--- src/rtl/rtc_pkg.sv ---
package rtc_pkg;
  localparam int unsigned ADDR_W = 3;
  localparam int unsigned PES_W  = 3;
  localparam int unsigned NTICK  = (1 << PES_W) - 1;

  localparam logic [ADDR_W-1:0] A_ASEC = 3'd0;
  localparam logic [ADDR_W-1:0] A_AMIN = 3'd1;
  localparam logic [ADDR_W-1:0] A_AHR  = 3'd2;
  localparam logic [ADDR_W-1:0] A_CTL1 = 3'd3;
  localparam logic [ADDR_W-1:0] A_CTL2 = 3'd4;

  // second control register bit positions
  localparam int unsigned C2_PEF  = 7;
  localparam int unsigned C2_PES  = 4;
  localparam int unsigned C2_CEN  = 3;
  localparam int unsigned C2_ADJ  = 2;
  localparam int unsigned C2_DIVR = 1;
  localparam int unsigned C2_ST   = 0;

  // first control register bit positions
  localparam int unsigned C1_AIE = 3;
  localparam int unsigned C1_AF  = 0;
endpackage

--- src/rtl/rtc_alarm_field.sv ---
module rtc_alarm_field
  import rtc_pkg::*;
#(
  parameter int unsigned      W    = 7,
  parameter logic [ADDR_W-1:0] ADDR = A_ASEC
) (
  input  logic              clk_i,
  input  logic              rst_ni,
  input  logic              we_i,
  input  logic [ADDR_W-1:0] addr_i,
  input  logic [7:0]        wdata_i,
  input  logic [W-1:0]      cnt_i,
  output logic              en_o,
  output logic              ok_o,
  output logic [7:0]        rd_o
);
  logic         en_q;
  logic [W-1:0] val_q;

  always_ff @(posedge clk_i or negedge rst_ni) begin
    if (!rst_ni) begin
      en_q  <= 1'b0;
      val_q <= '0;
    end else if (we_i && addr_i == ADDR) begin
      en_q  <= wdata_i[7];
      val_q <= wdata_i[W-1:0];
    end
  end

  assign en_o = en_q;
  assign ok_o = !en_q || (val_q == cnt_i);  // disabled field never blocks a match

  always_comb begin
    rd_o         = '0;
    rd_o[W-1:0]  = val_q;
    rd_o[7]      = en_q;
  end
endmodule

--- src/rtl/rtc_alarm_flag.sv ---
module rtc_alarm_flag
  import rtc_pkg::*;
(
  input  logic              clk_i,
  input  logic              rst_ni,
  input  logic              mrst_i,
  input  logic              we_i,
  input  logic [ADDR_W-1:0] addr_i,
  input  logic [7:0]        wdata_i,
  input  logic              sec_upd_i,
  input  logic              match_i,
  output logic              af_o,
  output logic              aie_o
);
  logic af_q, aie_q;
  logic wr;

  assign wr = we_i && addr_i == A_CTL1;

  always_ff @(posedge clk_i or negedge rst_ni) begin
    if (!rst_ni) begin
      af_q  <= 1'b0;
      aie_q <= 1'b0;
    end else if (mrst_i) begin
      af_q  <= 1'b0;
      aie_q <= 1'b0;
    end else begin
      if (wr) begin
        aie_q <= wdata_i[C1_AIE];
        if (!wdata_i[C1_AF]) af_q <= 1'b0;
      end
      if (sec_upd_i && match_i) af_q <= 1'b1;  // set beats clear
    end
  end

  assign af_o  = af_q;
  assign aie_o = aie_q;
endmodule

--- src/rtl/rtc_ctl2.sv ---
module rtc_ctl2
  import rtc_pkg::*;
(
  input  logic              clk_i,
  input  logic              rst_ni,
  input  logic              mrst_i,
  input  logic              stby_i,
  input  logic              we_i,
  input  logic [ADDR_W-1:0] addr_i,
  input  logic [7:0]        wdata_i,
  input  logic [NTICK-1:0]  tick_i,
  output logic              pef_o,
  output logic [PES_W-1:0]  pes_o,
  output logic              cen_o,
  output logic              st_o,
  output logic              adj_o,
  output logic              divr_o,
  output logic [7:0]        rd_o
);
  logic             pef_q, cen_q, st_q, adj_q, divr_q;
  logic [PES_W-1:0] pes_q;
  logic [NTICK:0]   tick_ext;
  logic             tick_hit, wr;

  assign tick_ext = {tick_i, 1'b0};  // code 0 selects a constant 0
  assign tick_hit = tick_ext[pes_q];
  assign wr       = we_i && addr_i == A_CTL2;

  always_ff @(posedge clk_i or negedge rst_ni) begin
    if (!rst_ni) begin
      pef_q  <= 1'b0;
      pes_q  <= '0;
      cen_q  <= 1'b1;
      st_q   <= 1'b1;
      adj_q  <= 1'b0;
      divr_q <= 1'b0;
    end else begin
      adj_q  <= 1'b0;
      divr_q <= 1'b0;
      if (!stby_i) begin
        if (mrst_i) begin
          pef_q <= 1'b0;
          pes_q <= '0;
        end else begin
          if (wr) begin
            if (!wdata_i[C2_PEF]) pef_q <= 1'b0;
            pes_q  <= wdata_i[C2_PES +: PES_W];
            cen_q  <= wdata_i[C2_CEN];
            st_q   <= wdata_i[C2_ST];
            adj_q  <= wdata_i[C2_ADJ];
            divr_q <= wdata_i[C2_DIVR];
          end
          if (tick_hit) pef_q <= 1'b1;
        end
      end
    end
  end

  assign pef_o  = pef_q;
  assign pes_o  = pes_q;
  assign cen_o  = cen_q;
  assign st_o   = st_q;
  assign adj_o  = adj_q;
  assign divr_o = divr_q;

  always_comb begin
    rd_o                    = '0;
    rd_o[C2_PEF]            = pef_q;
    rd_o[C2_PES +: PES_W]   = pes_q;
    rd_o[C2_CEN]            = cen_q;
    rd_o[C2_ST]             = st_q;
  end
endmodule

--- src/rtl/rtc_alarm_ctl.sv ---
module rtc_alarm_ctl
  import rtc_pkg::*;
#(
  parameter int unsigned SEC_W = 7,
  parameter int unsigned MIN_W = 7,
  parameter int unsigned HR_W  = 6
) (
  input  logic              clk_i,
  input  logic              rst_ni,
  input  logic              mrst_i,
  input  logic              stby_i,
  input  logic [ADDR_W-1:0] addr_i,
  input  logic              we_i,
  input  logic [7:0]        wdata_i,
  output logic [7:0]        rdata_o,
  input  logic [SEC_W-1:0]  sec_i,
  input  logic [MIN_W-1:0]  min_i,
  input  logic [HR_W-1:0]   hr_i,
  input  logic              sec_upd_i,
  input  logic [NTICK-1:0]  tick_i,
  output logic              alm_irq_o,
  output logic              per_irq_o,
  output logic              adj_o,
  output logic              div_rst_o,
  output logic              cnt_en_o,
  output logic              start_o
);
  localparam int unsigned NFLD = 3;

  logic [NFLD-1:0] fld_en, fld_ok;
  logic [7:0]      rd_sec, rd_min, rd_hr, rd_c2;
  logic            match, af, aie, pef;
  logic [PES_W-1:0] pes;

  rtc_alarm_field #(.W(SEC_W), .ADDR(A_ASEC)) u_fsec (
    .clk_i, .rst_ni, .we_i, .addr_i, .wdata_i, .cnt_i(sec_i),
    .en_o(fld_en[0]), .ok_o(fld_ok[0]), .rd_o(rd_sec));
  rtc_alarm_field #(.W(MIN_W), .ADDR(A_AMIN)) u_fmin (
    .clk_i, .rst_ni, .we_i, .addr_i, .wdata_i, .cnt_i(min_i),
    .en_o(fld_en[1]), .ok_o(fld_ok[1]), .rd_o(rd_min));
  rtc_alarm_field #(.W(HR_W), .ADDR(A_AHR)) u_fhr (
    .clk_i, .rst_ni, .we_i, .addr_i, .wdata_i, .cnt_i(hr_i),
    .en_o(fld_en[2]), .ok_o(fld_ok[2]), .rd_o(rd_hr));

  // no enabled field means no alarm
  assign match = (|fld_en) && (&fld_ok);

  rtc_alarm_flag u_flag (
    .clk_i, .rst_ni, .mrst_i, .we_i, .addr_i, .wdata_i,
    .sec_upd_i, .match_i(match), .af_o(af), .aie_o(aie));

  rtc_ctl2 u_ctl2 (
    .clk_i, .rst_ni, .mrst_i, .stby_i, .we_i, .addr_i, .wdata_i, .tick_i,
    .pef_o(pef), .pes_o(pes), .cen_o(cnt_en_o), .st_o(start_o),
    .adj_o(adj_o), .divr_o(div_rst_o), .rd_o(rd_c2));

  assign alm_irq_o = af & aie;
  assign per_irq_o = pef;

  always_comb begin
    unique case (addr_i)
      A_ASEC:  rdata_o = rd_sec;
      A_AMIN:  rdata_o = rd_min;
      A_AHR:   rdata_o = rd_hr;
      A_CTL1:  rdata_o = {4'b0, aie, 2'b0, af};
      A_CTL2:  rdata_o = rd_c2;
      default: rdata_o = '0;
    endcase
  end
endmodule

--- config.mk ---
export PLATFORM = sky130hd
export DESIGN_NAME = rtc_alarm_ctl
export DESIGN_NICKNAME = d
export VERILOG_FILES = /design/src/rtl/rtc_pkg.sv /design/src/rtl/rtc_alarm_field.sv /design/src/rtl/rtc_alarm_flag.sv /design/src/rtl/rtc_ctl2.sv /design/src/rtl/rtc_alarm_ctl.sv
export SDC_FILE = /design/constraint.sdc
export NUM_CORES = 1
export LEC_CHECK = 0
export BUFFER_PORTS_ARGS = -buffer_cell sky130_fd_sc_hd__buf_2
export CORE_MARGIN = 5
export CORE_UTILIZATION = 31
export CTS_BUF_LIST = sky130_fd_sc_hd__clkbuf_8
export DETAILED_ROUTE_END_ITERATION = 10
export MAX_ROUTING_LAYER = met4
export PLACE_DENSITY_LB_ADDON = 0.3
export SLEW_MARGIN = 10
export SYNTH_ARGS = -nofsm -noshare
export SYNTH_HDL_FRONTEND = slang
export SYNTH_HIERARCHICAL = 1
export SYNTH_SLANG_ARGS = --single-unit
--- constraint.sdc ---
create_clock -name clk_i -period 1.9 [get_ports clk_i]
set_clock_uncertainty 0.15 [all_clocks]
set_input_delay 0.19 -clock clk_i [delete_from_list [all_inputs] [get_ports clk_i]]
set_output_delay 0.19 -clock clk_i [all_outputs]
set_load 0.02 [all_outputs]
## Word level (Yosys, flattened, before mapping)

Cells that the tools add are included.
Widths: inputs -> output; s select.

- Logic and storage cells: 72
- Output and inout port bits: 14
- Flip-flop bits (word level): 33

- Reduce and logical (&&, ||, !) cells: 24
- Eq/ne operators: 9
- Order comparisons: 1
- Multiplexer cells: 21
- Bitwise gates (word level): 3

Operator list:

| operator | number |
|---|---|
| $pmux 8 s5 | 1 |
| $mux 1 | 17 |
| $eq 7x7->1 | 2 |
| $reduce_and 3->1 | 3 |
| $logic_and 1x1->1 | 7 |
| $eq 3x2->1 const B | 2 |
| $eq 6x6->1 | 1 |
| $mux 3 | 2 |
| $ne 3x2->1 const B | 2 |
| $reduce_bool 3->1 | 2 |
| $lt 3x4->1 const B | 1 |
| $reduce_and 2->1 | 2 |
| $reduce_bool 2->1 | 2 |
| $bmux 1 s3 | 1 |
| $eq 3x1->1 const B | 1 |
| $eq 3x3->1 const B | 1 |
| $logic_not 1->1 | 3 |
| $logic_not 3->1 | 1 |
| $logic_or 1x1->1 | 3 |
| $reduce_or 3->1 | 1 |
| $not 1->1 | 2 |
| $and 1x1->1 | 1 |

## Longest topological paths before layout

Gate-level depths: netlist (run 1).

- Depth in word-level cells: 7
- Mapped depth: 7
- Mapped depth without buffers: 7

## Hierarchy

Netlist (run 1), hierarchy kept.

By module, submodules not included:

| module | area an instance (µm²) | times used | seq. area each (µm²) | cells each |
|---|---|---|---|---|
| rtc_ctl2 | 447.9 | 1 | 202.7 | 38 |
| rtc_alarm_field (u_fmin) | 427.9 | 1 | 200.2 | 28 |
| rtc_alarm_field (u_fsec) | 397.9 | 1 | 200.2 | 27 |
| rtc_alarm_field (u_fhr) | 389.1 | 1 | 175.2 | 27 |
| rtc_alarm_ctl | 289.0 | 1 | 0.0 | 41 |
| rtc_alarm_flag | 105.1 | 1 | 50.0 | 9 |

## Worst setup path after synthesis (run 1)

No wires, ideal clock.

- Path kind: flip-flop to flip-flop
- From: register u_ctl2.pes_q[0] (netlist: u_ctl2/pes_o[0])
- To: register u_ctl2.pef_q (netlist: u_ctl2/pef_o)
- Slack: 0.300 ns
- Data required time: 1.628 ns
- Arrival: 1.329 ns
- Stages on the path, launching flop included: 5
- Setup time: 0.122 ns
- Clock period less this slack: 1.600 ns
- Cells stage by stage: dfrtp_1 mux4_1 nor2b_1 or3_1 a32o_1

- Cells in the longest elaborated chain, start to end: 4
- Elaborated cells on any way between the ends: 7
- Those cells by class: eq/ne: 1; mux: 4; reduce/logical: 2

Ends and longest elaborated chain:

| element | RTL line | text |
|---|---|---|
| from (decl) | rtc_ctl2.sv:21 | `logic [PES_W-1:0] pes_q;` |
| from (signal assigned) | rtc_ctl2.sv:47 | `pes_q <= wdata_i[C2_PES +: PES_W];` |
| $bmux 1 s3 (*) | rtc_ctl2.sv:26 | `assign tick_hit = tick_ext[pes_q];` |
| $mux 1 (not written as such) (*) | rtc_ctl2.sv:26 |  |
| $ne 3x2->1 (no source line), or another cell as far along | n/a |  |
| $reduce_and 3->1 (no source line) / $mux 1 (equally long branches) | n/a |  |
| to (signal assigned) | rtc_ctl2.sv:31 | `pef_q <= 1'b0;` |
| to (signal assigned) | rtc_ctl2.sv:42 | `pef_q <= 1'b0;` |
| to (signal assigned) | rtc_ctl2.sv:46 | `if (!wdata_i[C2_PEF]) pef_q <= 1'b0;` |
| to (decl) | rtc_ctl2.sv:20 | `logic pef_q, cen_q, st_q, adj_q, divr_q;` |

Mark *: on every way between the ends. The rest lies on a longest branch, timed or not. The select of a mux whose other input is x is not followed.
A chain may end at the register's enable or synchronous reset.

## Worst setup path in the final report (run 1)

- From: register u_fmin.val_q[6]
- To: register u_flag.af_q (netlist: u_flag/af_o)

- Cells in the longest elaborated chain, start to end: 7
- Elaborated cells on any way between the ends: 10
- Those cells by class: eq/ne: 2; mux: 2; reduce/logical: 6

Ends and longest elaborated chain:

| element | RTL line | text |
|---|---|---|
| from (decl) | rtc_alarm_field.sv:18 | `logic [W-1:0] val_q;` |
| from (signal assigned) | rtc_alarm_field.sv:26 | `val_q <= wdata_i[W-1:0];` |
| $eq 7x7->1 (*) | rtc_alarm_field.sv:31 | `assign ok_o = !en_q \|\| (val_q == cnt_i);` |
| $logic_or 1x1->1 (*) | rtc_alarm_field.sv:31 |  |
| net fld_ok[1] | rtc_alarm_ctl.sv:30 | `logic [NFLD-1:0] fld_en, fld_ok;` |
| $reduce_and 3->1 (*) | rtc_alarm_ctl.sv:46 | `assign match = (\|fld_en) && (&fld_ok);` |
| $logic_and 1x1->1 (*) | rtc_alarm_ctl.sv:46 |  |
| net match | rtc_alarm_ctl.sv:32 | `logic match, af, aie, pef;` |
| $logic_and 1x1->1 (*) | rtc_alarm_flag.sv:32 | `if (sec_upd_i && match_i) af_q <= 1'b1;` |
| $ne 3x2->1 (no source line), or another cell as far along | n/a |  |
| $reduce_and 2->1 (no source line) / $mux 1 (equally long branches) | n/a |  |
| to (signal assigned) | rtc_alarm_flag.sv:25 | `af_q <= 1'b0;` |
| to (signal assigned) | rtc_alarm_flag.sv:30 | `if (!wdata_i[C1_AF]) af_q <= 1'b0;` |
| to (signal assigned) | rtc_alarm_flag.sv:32 |  |
| to (decl) | rtc_alarm_flag.sv:15 | `logic af_q, aie_q;` |

The timed path passes the listed nets; every way through them passes the cells marked *.

==> results of run 1 <==
-- metal layers --
metal	part of all wire	vias up	wire length (µm)
li1	-	733	-
met1	0.44	730	2380
met2	0.50	39	2720
met3	0.052	5	284
met4	0.0057	0	31
met5	0	-	0
-- what timing repair did --
action                                  4_1_cts  5_1_grt
endpoints found under the hold margin        32        0
buffers inserted                              0        0
gates resized for setup                       0        1
endpoints found under the setup margin        0        1
hold buffers                                  2        0
-- registers in the layout, indices dropped and copies added, names as in the netlist --
register	count
u_fhr/val_q	6
u_fsec/en_o	1
u_fmin/val_q	7
u_fhr/en_o	1
u_flag/aie_o	1
u_fsec/val_q	7
u_ctl2/divr_o	1
u_ctl2/st_o	1
u_ctl2/pes_o	3
u_ctl2/pef_o	1
u_fmin/en_o	1
u_ctl2/adj_o	1
u_flag/af_o	1
u_ctl2/cen_o	1
-- worst max-delay path: cells and delay by family, from the launching register on --
family	cells	cell delay (ns)
AOI/OAI and AO/OA	3	0.54
DFF	1	0.40
and+or+nand+nor	3	0.38
xor gates and xnor gates	1	0.18
-- per-stage QoR --
step	hold WS [ns]	cells
floorplan	-0.256	171
global placement	0.161	295
detailed placement	0.160	295
CTS	0.0181	305
global route	0.0165	305
finish	0.0240	305
-- area by class of cell --
cell class	instances	area [µm²]
multi-input cells	118	1080
clock buffers	5	68.8
repair buffers	68	373
clock inverters	3	11.3
inverters	1	3.75
fillers	654	3920
flip-flops and latches	33	828
well taps	77	96.3
-- worst max path at each step --
stage	startpoint	end	slack (ns)	depth (start not counted)
global placement	u_fsec/val_q[2]	u_flag/af_o	0.14	7
finish	u_fmin/val_q[6]	u_flag/af_o	0.16	7
CTS	u_fsec/val_q[2]	u_flag/af_o	0.1	7
floorplan	u_ctl2/pes_o[0]	u_ctl2/pef_o	0.30	4
global route	u_fmin/val_q[6]	u_flag/af_o	0.008	7
detailed placement	u_fsec/val_q[2]	u_flag/af_o	0.13	7
-- kinds of logic (layout without fill, tap and decap cells) --
group	after synthesis	count (layout)
AND/OR/NAND/NOR	35	35
other	2	3
multiplexers	30	30
buffers and inverters	20	77
XOR/XNOR	20	20
flip-flops	33	33
AO/OA/AOI/OAI	30	30
-- power by group through the flow --
| stage | Combinational, µW | Sequential (µW) | Clock, µW |
|---|---|---|---|
| 4_1_cts | 584 | 971 | 502 |
| 3_3_place_gp | 571 | 980 | 0 |
| 2_1_floorplan | 430 | 961 | 0 |
| 5_1_grt | 635 | 992 | 535 |
| 3_5_place_dp | 578 | 981 | 0 |
| 6_report | 582 | 971 | 488 |
-- cells in the final DEF, fill, tap and decap left out, drive strengths merged, types with 3 or more instances in the layout --
cell	synthesis	routed
a21oi	4	4
a222oi	6	6
a22o	3	3
and2	3	3
buf	18	66
clkbuf	1	5
conb	2	3
dfrtp	31	31
inv	1	4
mux2	27	27
nand3	8	8
nand4	3	3
nor2	3	3
nor3	3	3
o21ai	6	6
xnor2	12	12
xor2	8	8
==> reports/metrics.yaml, run 1 <==
status:
  outcome: "finished clean"
worst_setup_path:
  cpMaxStageDelayCell: "dfrtp_1"
  worst-setup-path-type: "flip-flop to flip-flop"
  r2r_cells: 7
  r2r_end: "u_flag/af_o"
  path_cells: "xnor2_1 -> nand4_1 -> o41ai_1 -> nand3_1 -> nor2_1 -> a21oi_1 -> a211oi_2"
  reg2reg_from: "u_fmin/val_q[6]"
  r2r_setup_slack_ns: 0.16
  arrival_ns: 1.79
  cp-end-kind: "flip-flop"
  cpPeakStageDelay_ns: 0.40
  crit_fanout: 3
  crit_required_ns: 1.95
  critPathLaunchType: "flip-flop"
logic_synthesis:
  netlist_area_um2: 2060
  yosysTopAreaCell: "dfrtp_1"
  seq_area_frac_synth: 0.403
  synth_edf_count: 0
  synth_cell_types: 47
  synth_area_per_cell_um2: 12.1
  synth-xor-area-share: 0.0852
  synth_area_leaders: "dfrtp_1, mux2_4, mux2_2"
  synth_fa_ha_area_frac: 0
  synthSimpleGateAreaFrac: 0.123
  synth_common_cells: "dfrtp_1, mux2_4, buf_4"
  synthFlopType: "dfrtp_1"
  synth_cells: 170
  ys_warn_count: 6
  async_reset_ff_frac: 1.00
  synth_top_area_frac: 0.377
  muxShareOfSynthArea: 0.198
  synth.most_common_cell: "dfrtp_1"
  synth_seq_cells: 33
  synth_compound_area_frac: 0.113
  synth_top_family_by_area: "multiplexers"
routing:
  ant_nets: 0
  routed_wl_um: 5410
  viasPerCell: 4.94
  drt_iter0_markers: 82
  drc_errors: 0
  wire_per_inst_um: 17.7
  drt-pass1-iter-count: 4
  vias: 1507
die:
  die-width_um: 91.5
  io_pins: 58
  start_util: 0.322
  die_area_um2: 8360
  die_y_um: 91.5
  core_area_um2: 6390
  rows: 29
power_and_ir_drop:
  power_leakage_uw: 0.00114
  power_uw: 2040
  switching_share: 0.313
  clkPwrFrac: 0.239
  power_frac_comb: 0.285
  ir_drop_mv: 0.251
  power_density_nw_per_um2: 828
  seq_power_share: 0.476
  switching_power_uw: 638
  internal_power_uw: 1400
flow_run:
  drv_cap: 0
clocking:
  clk_latency_ns: 0.28
  clock_sinks: 33
  clk_pin_slew_ns: 0.07
  htree_levels: 2
  cts-root-buf: "clkbuf_8"
  cts.path.max_buffers: 2
  cts_tree: "done"
  cts_buffers: 5
place:
  dp_hpwl_um: 4140
  dpl_worst_slack_ns: 0.130
  place_area_um2: 2360
  io_buffers: 57
  gp_congestion: 0.770
grt:
  grt_pass1_wl_um: 8800
  use_met2: 0.222
  grt_antenna_before_repair: 0
  track_usage: 0.138
  top_usage_layer: "met2"
  grt_pass1_vias: 1638
  overflow: 0
  gr-usage-met3: 0.0430
  grt_use_met1: 0.169
  grt_max_degree: 34
timing:
  final_hold_viol_count: 0
  rsz0062_at_grt: "false"
  min_period_ns: 1.74
  report.final.slew_viol_count: 0
  finalSetupTns_ns: 0
  fin_crit_sh: 0.917
  timing.final.ws_setup_ns: 0.157
  worst_slew_pin_slew_ns: 0.769
  max_freq_mhz: 574
  slew_headroom: 0.487
  setup_violations: 0
hold_path:
  hold_class: "input pin to flip-flop"
  hp-start: "wdata_i[2]"
  whs_endpoint: "u_ctl2/adj_o"
  min_path_cells: 2
finish:
  finalCoreUtilization: 0.386
  final_area_um2: 2470
  area_delta_synth_final_pct: 19.9
  num-nets-final: 271
  antennaDiodeCount: 0
  layout-drive-gt1-share: 0.461
Note: power is estimated with default switching activity, not from simulation.
==> run 2, diff against run 1 <==
--- a/config.mk
+++ b/config.mk
@@ -8,2 +8,3 @@
 export BUFFER_PORTS_ARGS = -buffer_cell sky130_fd_sc_hd__buf_2
+export CAP_MARGIN = 20
 export CORE_MARGIN = 5
==> constraint.sdc (replaced) <==
create_clock -name clk_i -period 1.9 [get_ports clk_i]
set_clock_uncertainty 0.15 [all_clocks]
set_input_delay 0.095 -clock clk_i [delete_from_list [all_inputs] [get_ports clk_i]]
set_output_delay 0.095 -clock clk_i [all_outputs]
set_load 0.02 [all_outputs]
==> run 2 against run 1 <==
Net effect:
- clock power is 39% higher
- sequential share of layout area is 1.5 points lower
- global-route usage is 0.26 points higher
- maximum frequency is 1.1% lower
- sequential cell count stayed put
- die area stayed put
- first-iteration DRC count is 24% higher
- cell count is 2.0% higher
- wire length is 1.2% higher
- non-clock buffer count is 6 higher
- cell area is 4.5% higher
==> reports/metrics.yaml, run 2 (synthesized netlist as in run 1, its figures left out) <==
place:
  place_area_um2: 2340  # -0.64%
  dpl_worst_slack_ns: 0.126  # -0.00379 ns
  gp_congestion: 0.766  # -0.57%
  io_buffers: 57  # unchanged
  dp_hpwl_um: 4080  # -1.4%
finish:
  layout-drive-gt1-share: 0.457  # -0.00326
  antennaDiodeCount: 0  # unchanged
  final_cell_mix: "buf_2, dfrtp_1, mux2_4, xnor2_1"
  finalCoreUtilization: 0.404  # +0.0174
  final_area_um2: 2580  # +4.5%
  reg_top3: "u_fmin/val_q (7), u_fsec/val_q (7), u_fhr/val_q (6)"
  num-nets-final: 277  # +2.2%
  fillers: 645  # -1.4%
  final_common_cell: "buf_2"
  area_delta_synth_final_pct: 25.3
die:
  die_area_um2: 8360  # unchanged
  rows: 29  # unchanged
  die_y_um: 91.5  # unchanged
  start_util: 0.322  # unchanged
  die-width_um: 91.5  # unchanged
  core_area_um2: 6390  # unchanged
  io_pins: 58  # unchanged
routing:
  vias: 1520  # +0.86%
  drt-pass1-iter-count: 4  # unchanged
  viasPerCell: 4.89  # -1.1%
  routed_wl_um: 5470  # +1.2%
  drc_errors: 0  # unchanged
  wire_per_inst_um: 17.6  # -0.79%
  drt_iter0_markers: 102  # +24%
  ant_nets: 0  # unchanged
timing:
  max_freq_mhz: 568  # -1.1%
  report.final.slew_viol_count: 0  # unchanged
  setup_violations: 0  # unchanged
  fin_crit_sh: 0.927  # +0.00983
  min_period_ns: 1.76  # +0.0187 ns
  slew_headroom: 0.499  # +0.0120
  final_hold_viol_count: 0  # unchanged
  finalSetupTns_ns: 0  # unchanged
  timing.final.ws_setup_ns: 0.139  # -0.0187 ns
  worst_slew_pin_slew_ns: 0.751  # -0.0181 ns
  rsz0062_at_grt: "false"
power_and_ir_drop:
  power_uw: 2250  # +10%
  ir_drop_mv: 0.422  # +68%
  power_density_nw_per_um2: 874  # +5.6%
  power_leakage_uw: 0.00118  # +3.4%
worst_setup_path:
  crit_fanout: 3  # unchanged
  r2r_cells: 7  # unchanged
  arrival_ns: 1.81  # +0.02 ns
  path_buf_inv: 0  # unchanged
  cpPeakStageDelay_ns: 0.41  # about the same
  r2r_setup_slack_ns: 0.14  # -0.02 ns
  crit_required_ns: 1.95  # about the same
  cp-end-kind: "flip-flop"
  path_cells: "xnor2_1 -> nand4_1 -> o41ai_2 -> nand3_1 -> nor2_2 -> a21oi_1 -> a211oi_2"
  r2r_end: "u_flag/af_o"
  reg2reg_from: "u_fsec/val_q[2]"
  worst-setup-path-type: "flip-flop to flip-flop"
  cpMaxStageDelayCell: "dfrtp_1"
  critPathLaunchType: "flip-flop"
  crit_family: "compound AO/OA/AOI/OAI gates"
grt:
  grt_antenna_before_repair: 0  # unchanged
  overflow: 0  # unchanged
  track_usage: 0.140  # +0.00265
  grt_pass1_vias: 1671  # +2.0%
  grt_pass1_wl_um: 8980  # +2.0%
  grt_max_degree: 34  # unchanged
clocking:
  htree_levels: 2  # unchanged
  cts_tree: "done"
  cts-root-buf: "clkbuf_8"
  clk_pin_slew_ns: 0.07  # about the same
  clk_latency_ns: 0.29  # about the same
  cts_buffers: 5  # unchanged
  clock_sinks: 33  # unchanged
  cts.path.max_buffers: 2  # unchanged
  cts_post_setup_buffers_inserted: 0  # unchanged
hold_path:
  whs_endpoint: "u_flag/af_o"
  min_path_cells: 3  # +1
  hp-start: "sec_upd_i"
  hold_class: "input pin to flip-flop"
flow_run:
  drv_cap: 0  # unchanged
status:
  outcome: "finished clean"
run 2: cell types whose count changed in the layout (fill, tap and decap cells not counted):
| cell | delta |
|---|---|
| buf_4 | -2 |
| bufinv_16 | +1 |
| clkbuf_8 | +1 |
| dlygate4sd3_1 | +8 |
| inv_1 | -2 |
| nor2_1 | -1 |
| nor2_2 | +1 |
| xnor2_1 | -1 |
| xnor2_2 | +1 |
run 2: cell type report:
type,instances,area (µm²),share of cell area
timing repair buffer,74,438,0.170
clock buffer,6,82.6,0.0320
sequential,33,828,0.321
inverter,1,3.75,0.00146
multi-input combinational,118,1090,0.425
clock inverter,2,33.8,0.0131
tap,77,96.3,0.0374
run 2: worst max path at each step:
| stage | slack (ns) | startpoint | end | cells past startpoint |
|---|---|---|---|---|
| floorplan | 0.30 | u_ctl2/pes_o[0] | u_ctl2/pef_o | 4 |
| global placement | 0.09 | u_fsec/val_q[1] | u_flag/af_o | 7 |
| detailed placement | 0.13 | u_fsec/val_q[1] | u_flag/af_o | 7 |
| CTS | 0.08 | u_fsec/val_q[1] | u_flag/af_o | 7 |
| global route | 0.01 | u_fmin/val_q[2] | u_flag/af_o | 7 |
| finish | 0.14 | u_fsec/val_q[2] | u_flag/af_o | 7 |
run 2: stage by stage:
stage	std cells	hold slack (ns)
2_1_floorplan	171	-0.351
3_3_place_gp	293	0.0632
3_5_place_dp	293	0.0561
4_1_cts	311	0.0384
5_1_grt	311	0.0383
6_report	311	0.0417
run 2: routing by layer:
layer  track usage  routed length, µm  up-vias
met5             -                  0        -
met4        0.0293                 48        0
met3        0.0413                308        7
met2         0.221               2650       40
met1         0.178               2470      725
li1              -                  -      748
run 2: report_power, final:
group	switching [µW]	total, µW	leakage, µW	internal (µW)
logic	265	601	0.000709	336
clock network	258	680	0.0000626	422
registers	135	971	0.000407	836
total	658	2250	0.00118	1590
run 2: tightest hold or removal path: stages:
cell,delay [ns]
buf_2,0.11
a21oi_1,0.17
a211oi_2,0.06
run 2: what timing repair did:
item / in CTS / in global routing
hold endpoints to repair: 63 / 0
gates resized for setup: 0 / 3
endpoints found under the setup margin: 0 / 1
hold buffers: 10 / 0
==> run 3, diff against run 2 <==
clock period = 1.7 ns   (was 1.9 ns; I/O delays follow)
==> run 3 against run 2 <==
Net effect:
- the run now ends with negative setup slack left
- register-to-register slack worse by 0.16 ns
- sequential share of layout area down 1.4 points
- first-iteration DRC count up 6.9%
- global-route usage up 0.38 points
- critical endpoint unchanged
- largest cell class unchanged
- highest routed layer unchanged
==> reports/metrics.yaml, run 3 (synthesized netlist as in run 1, its figures left out) <==
status:
  outcome: "complete, but fails checks"
  violations: "negative setup slack"
grt:
  overflow: 0  # unchanged
  use_met2: 0.233  # +0.0119
  track_usage: 0.144  # +0.00384
  grt_pass1_vias: 1752  # +4.8%
  grt_antenna_before_repair: 0  # unchanged
  gr-usage-met3: 0.0405  # -0.000826
  grt_use_met1: 0.172  # -0.00643
  top_usage_layer: "met2"
  grt_max_degree: 34  # unchanged
  grt_pass1_wl_um: 9160  # +2.1%
finish:
  multi_input_area_um2: 1110  # +1.8%
  reg_top3: "u_fmin/val_q (7), u_fsec/val_q (7), u_fhr/val_q (6)"
  final_common_cell: "buf_2"
  final_cell_mix: "buf_2, dfrtp_1, buf_4, mux2_4, xnor2_1"
  layout-drive-gt1-share: 0.516  # +0.0587
  final_area_um2: 2700  # +4.8%
  area_delta_synth_final_pct: 31.3
  regArea_um2: 830  # +0.15%
  fillers: 648  # +0.47%
  antennaDiodeCount: 0  # unchanged
  num-nets-final: 293  # +5.8%
worst_setup_path:
  r2r_cells: 7  # unchanged
  crit_required_ns: 1.75  # -0.20 ns
  cp-end-kind: "flip-flop"
  cpMaxStageDelayCell: "dfrtp_1"
  crit_cells: 7  # unchanged
  crit_family: "compound AO/OA/AOI/OAI gates"
  critPathLaunchType: "flip-flop"
  path_buf_inv: 0  # unchanged
  crit_fanout: 2  # -1
  path_cells: "xnor2_1 -> nand4_1 -> o41ai_2 -> nand3_1 -> nor2_2 -> a21oi_1 -> a211oi_2"
  cpPeakStageDelay_ns: 0.41  # about the same
  worst-setup-path-type: "flip-flop to flip-flop"
  arrival_ns: 1.77  # -0.04 ns
routing:
  wire_per_inst_um: 17.1  # -3.1%
  routed_wl_um: 5580  # +1.9%
  drt-pass1-iter-count: 4  # unchanged
  vias: 1624  # +6.8%
  viasPerCell: 4.97  # +1.6%
  ant_nets: 0  # unchanged
  drc_errors: 0  # unchanged
  drt_iter0_markers: 109  # +6.9%
clocking:
  cts.path.max_buffers: 2  # unchanged
  cts-root-buf: "clkbuf_8"
  cts_tree: "done"
  htree_levels: 2  # unchanged
  clock_sinks: 33  # unchanged
  clk_pin_slew_ns: 0.07  # about the same
  clk_latency_ns: 0.29  # about the same
  cts_buffers: 5  # unchanged
die:
  die-width_um: 91.5  # unchanged
  rows: 29  # unchanged
  io_pins: 58  # unchanged
  core_area_um2: 6390  # unchanged
  die_area_um2: 8360  # unchanged
  die_y_um: 91.5  # unchanged
  start_util: 0.322  # unchanged
timing:
  max_freq_mhz: 582  # +2.6%
  fin_crit_sh: 1.01  # +0.0831
  setup_violations: 1  # +1
  finalSetupTns_ns: -0.0171  # -0.0171 ns
  rsz0062_at_grt: "true"
  min_period_ns: 1.72  # -0.0441 ns
  final_hold_viol_count: 0  # unchanged
  worst_slew_pin_slew_ns: 0.638  # -0.113 ns
  slew_headroom: 0.574  # +0.0752
  report.final.slew_viol_count: 0  # unchanged
  timing.final.ws_setup_ns: -0.0171  # -0.156 ns
power_and_ir_drop:
  power_leakage_uw: 0.00125  # +5.8%
  power_uw: 2450  # +8.6%
  power_density_nw_per_um2: 905  # +3.6%
  ir_drop_mv: 0.389  # -7.8%
place:
  gp_congestion: 0.770  # +0.52%
  dp_hpwl_um: 4310  # +5.4%
  io_buffers: 57  # unchanged
  dpl_worst_slack_ns: -0.0768  # -0.203 ns
  place_area_um2: 2450  # +4.5%
flow_run:
  drv_cap: 0  # unchanged
hold_path:
  hold_class: "input pin to flip-flop"
  min_path_cells: 3  # unchanged
run 3: cell count changes in the layout (fill, tap and decap cells not counted), moves of 2 or more:
cell	previous run	this run
buf_4	7	23
buf_2	57	55
buf_6	0	2
clkinv_2	0	2
run 3: layout make-up:
class	count	area share
inverters	1	0.00139
well taps	77	0.0357
clock buffers	5	0.0255
repair buffers	90	0.211
flip-flops and latches	33	0.307
multi-input cells	118	0.413
clock inverters	3	0.00648
run 3: what timing repair did:
| action | 4_1_cts | 5_1_grt |
|---|---|---|
| pin swaps | 2 | 3 |
| hold buffers | 10 | 0 |
| buffers inserted | 2 | 0 |
| resized for setup | 6 | 6 |
| endpoints found under the hold margin | 63 | 0 |
| setup endpoints to repair | 3 | 7 |
run 3: worst min-delay path, delay by kind of cell:
family                 cells  cell delay [ns]
AO/OA/AOI/OAI              2             0.23
buffers and inverters      1             0.11
run 3: path summary, 6_finish.rpt:
path                                 startpoint           end  slack, ns
worst max register to register  u_fmin/val_q[1]   u_flag/af_o      -0.02
max in group asynchronous                rst_ni  u_ctl2/cen_o       0.85
min in group asynchronous                rst_ni  u_flag/aie_o       0.21
worst max-delay path            u_fmin/val_q[1]   u_flag/af_o      -0.02
worst min-delay path                  sec_upd_i   u_flag/af_o       0.03
worst min register to register     u_flag/aie_o  u_flag/aie_o       0.42
run 3: per-stage QoR:
step                      hold WS (ns)  instances   util
after detailed placement      -0.00239        307  0.383
after floorplan                 -0.361        171      -
after global routing            0.0315        327  0.423
after global placement        -0.00527        307  0.383
after CTS                       0.0184        327  0.420
final                           0.0259        327  0.423
run 3: routing by layer:
metal | wire, µm | up-vias
li1 | - | 782
met3 | 331 | 9
met1 | 2380 | 782
met4 | 110 | 0
met5 | 0 | -
met2 | 2750 | 51
run 3: where the power goes:
part / switching, µW / total, µW / internal [µW]
registers: 141 / 1080 / 935
clock network: 299 / 581 / 282
logic: 331 / 788 / 458
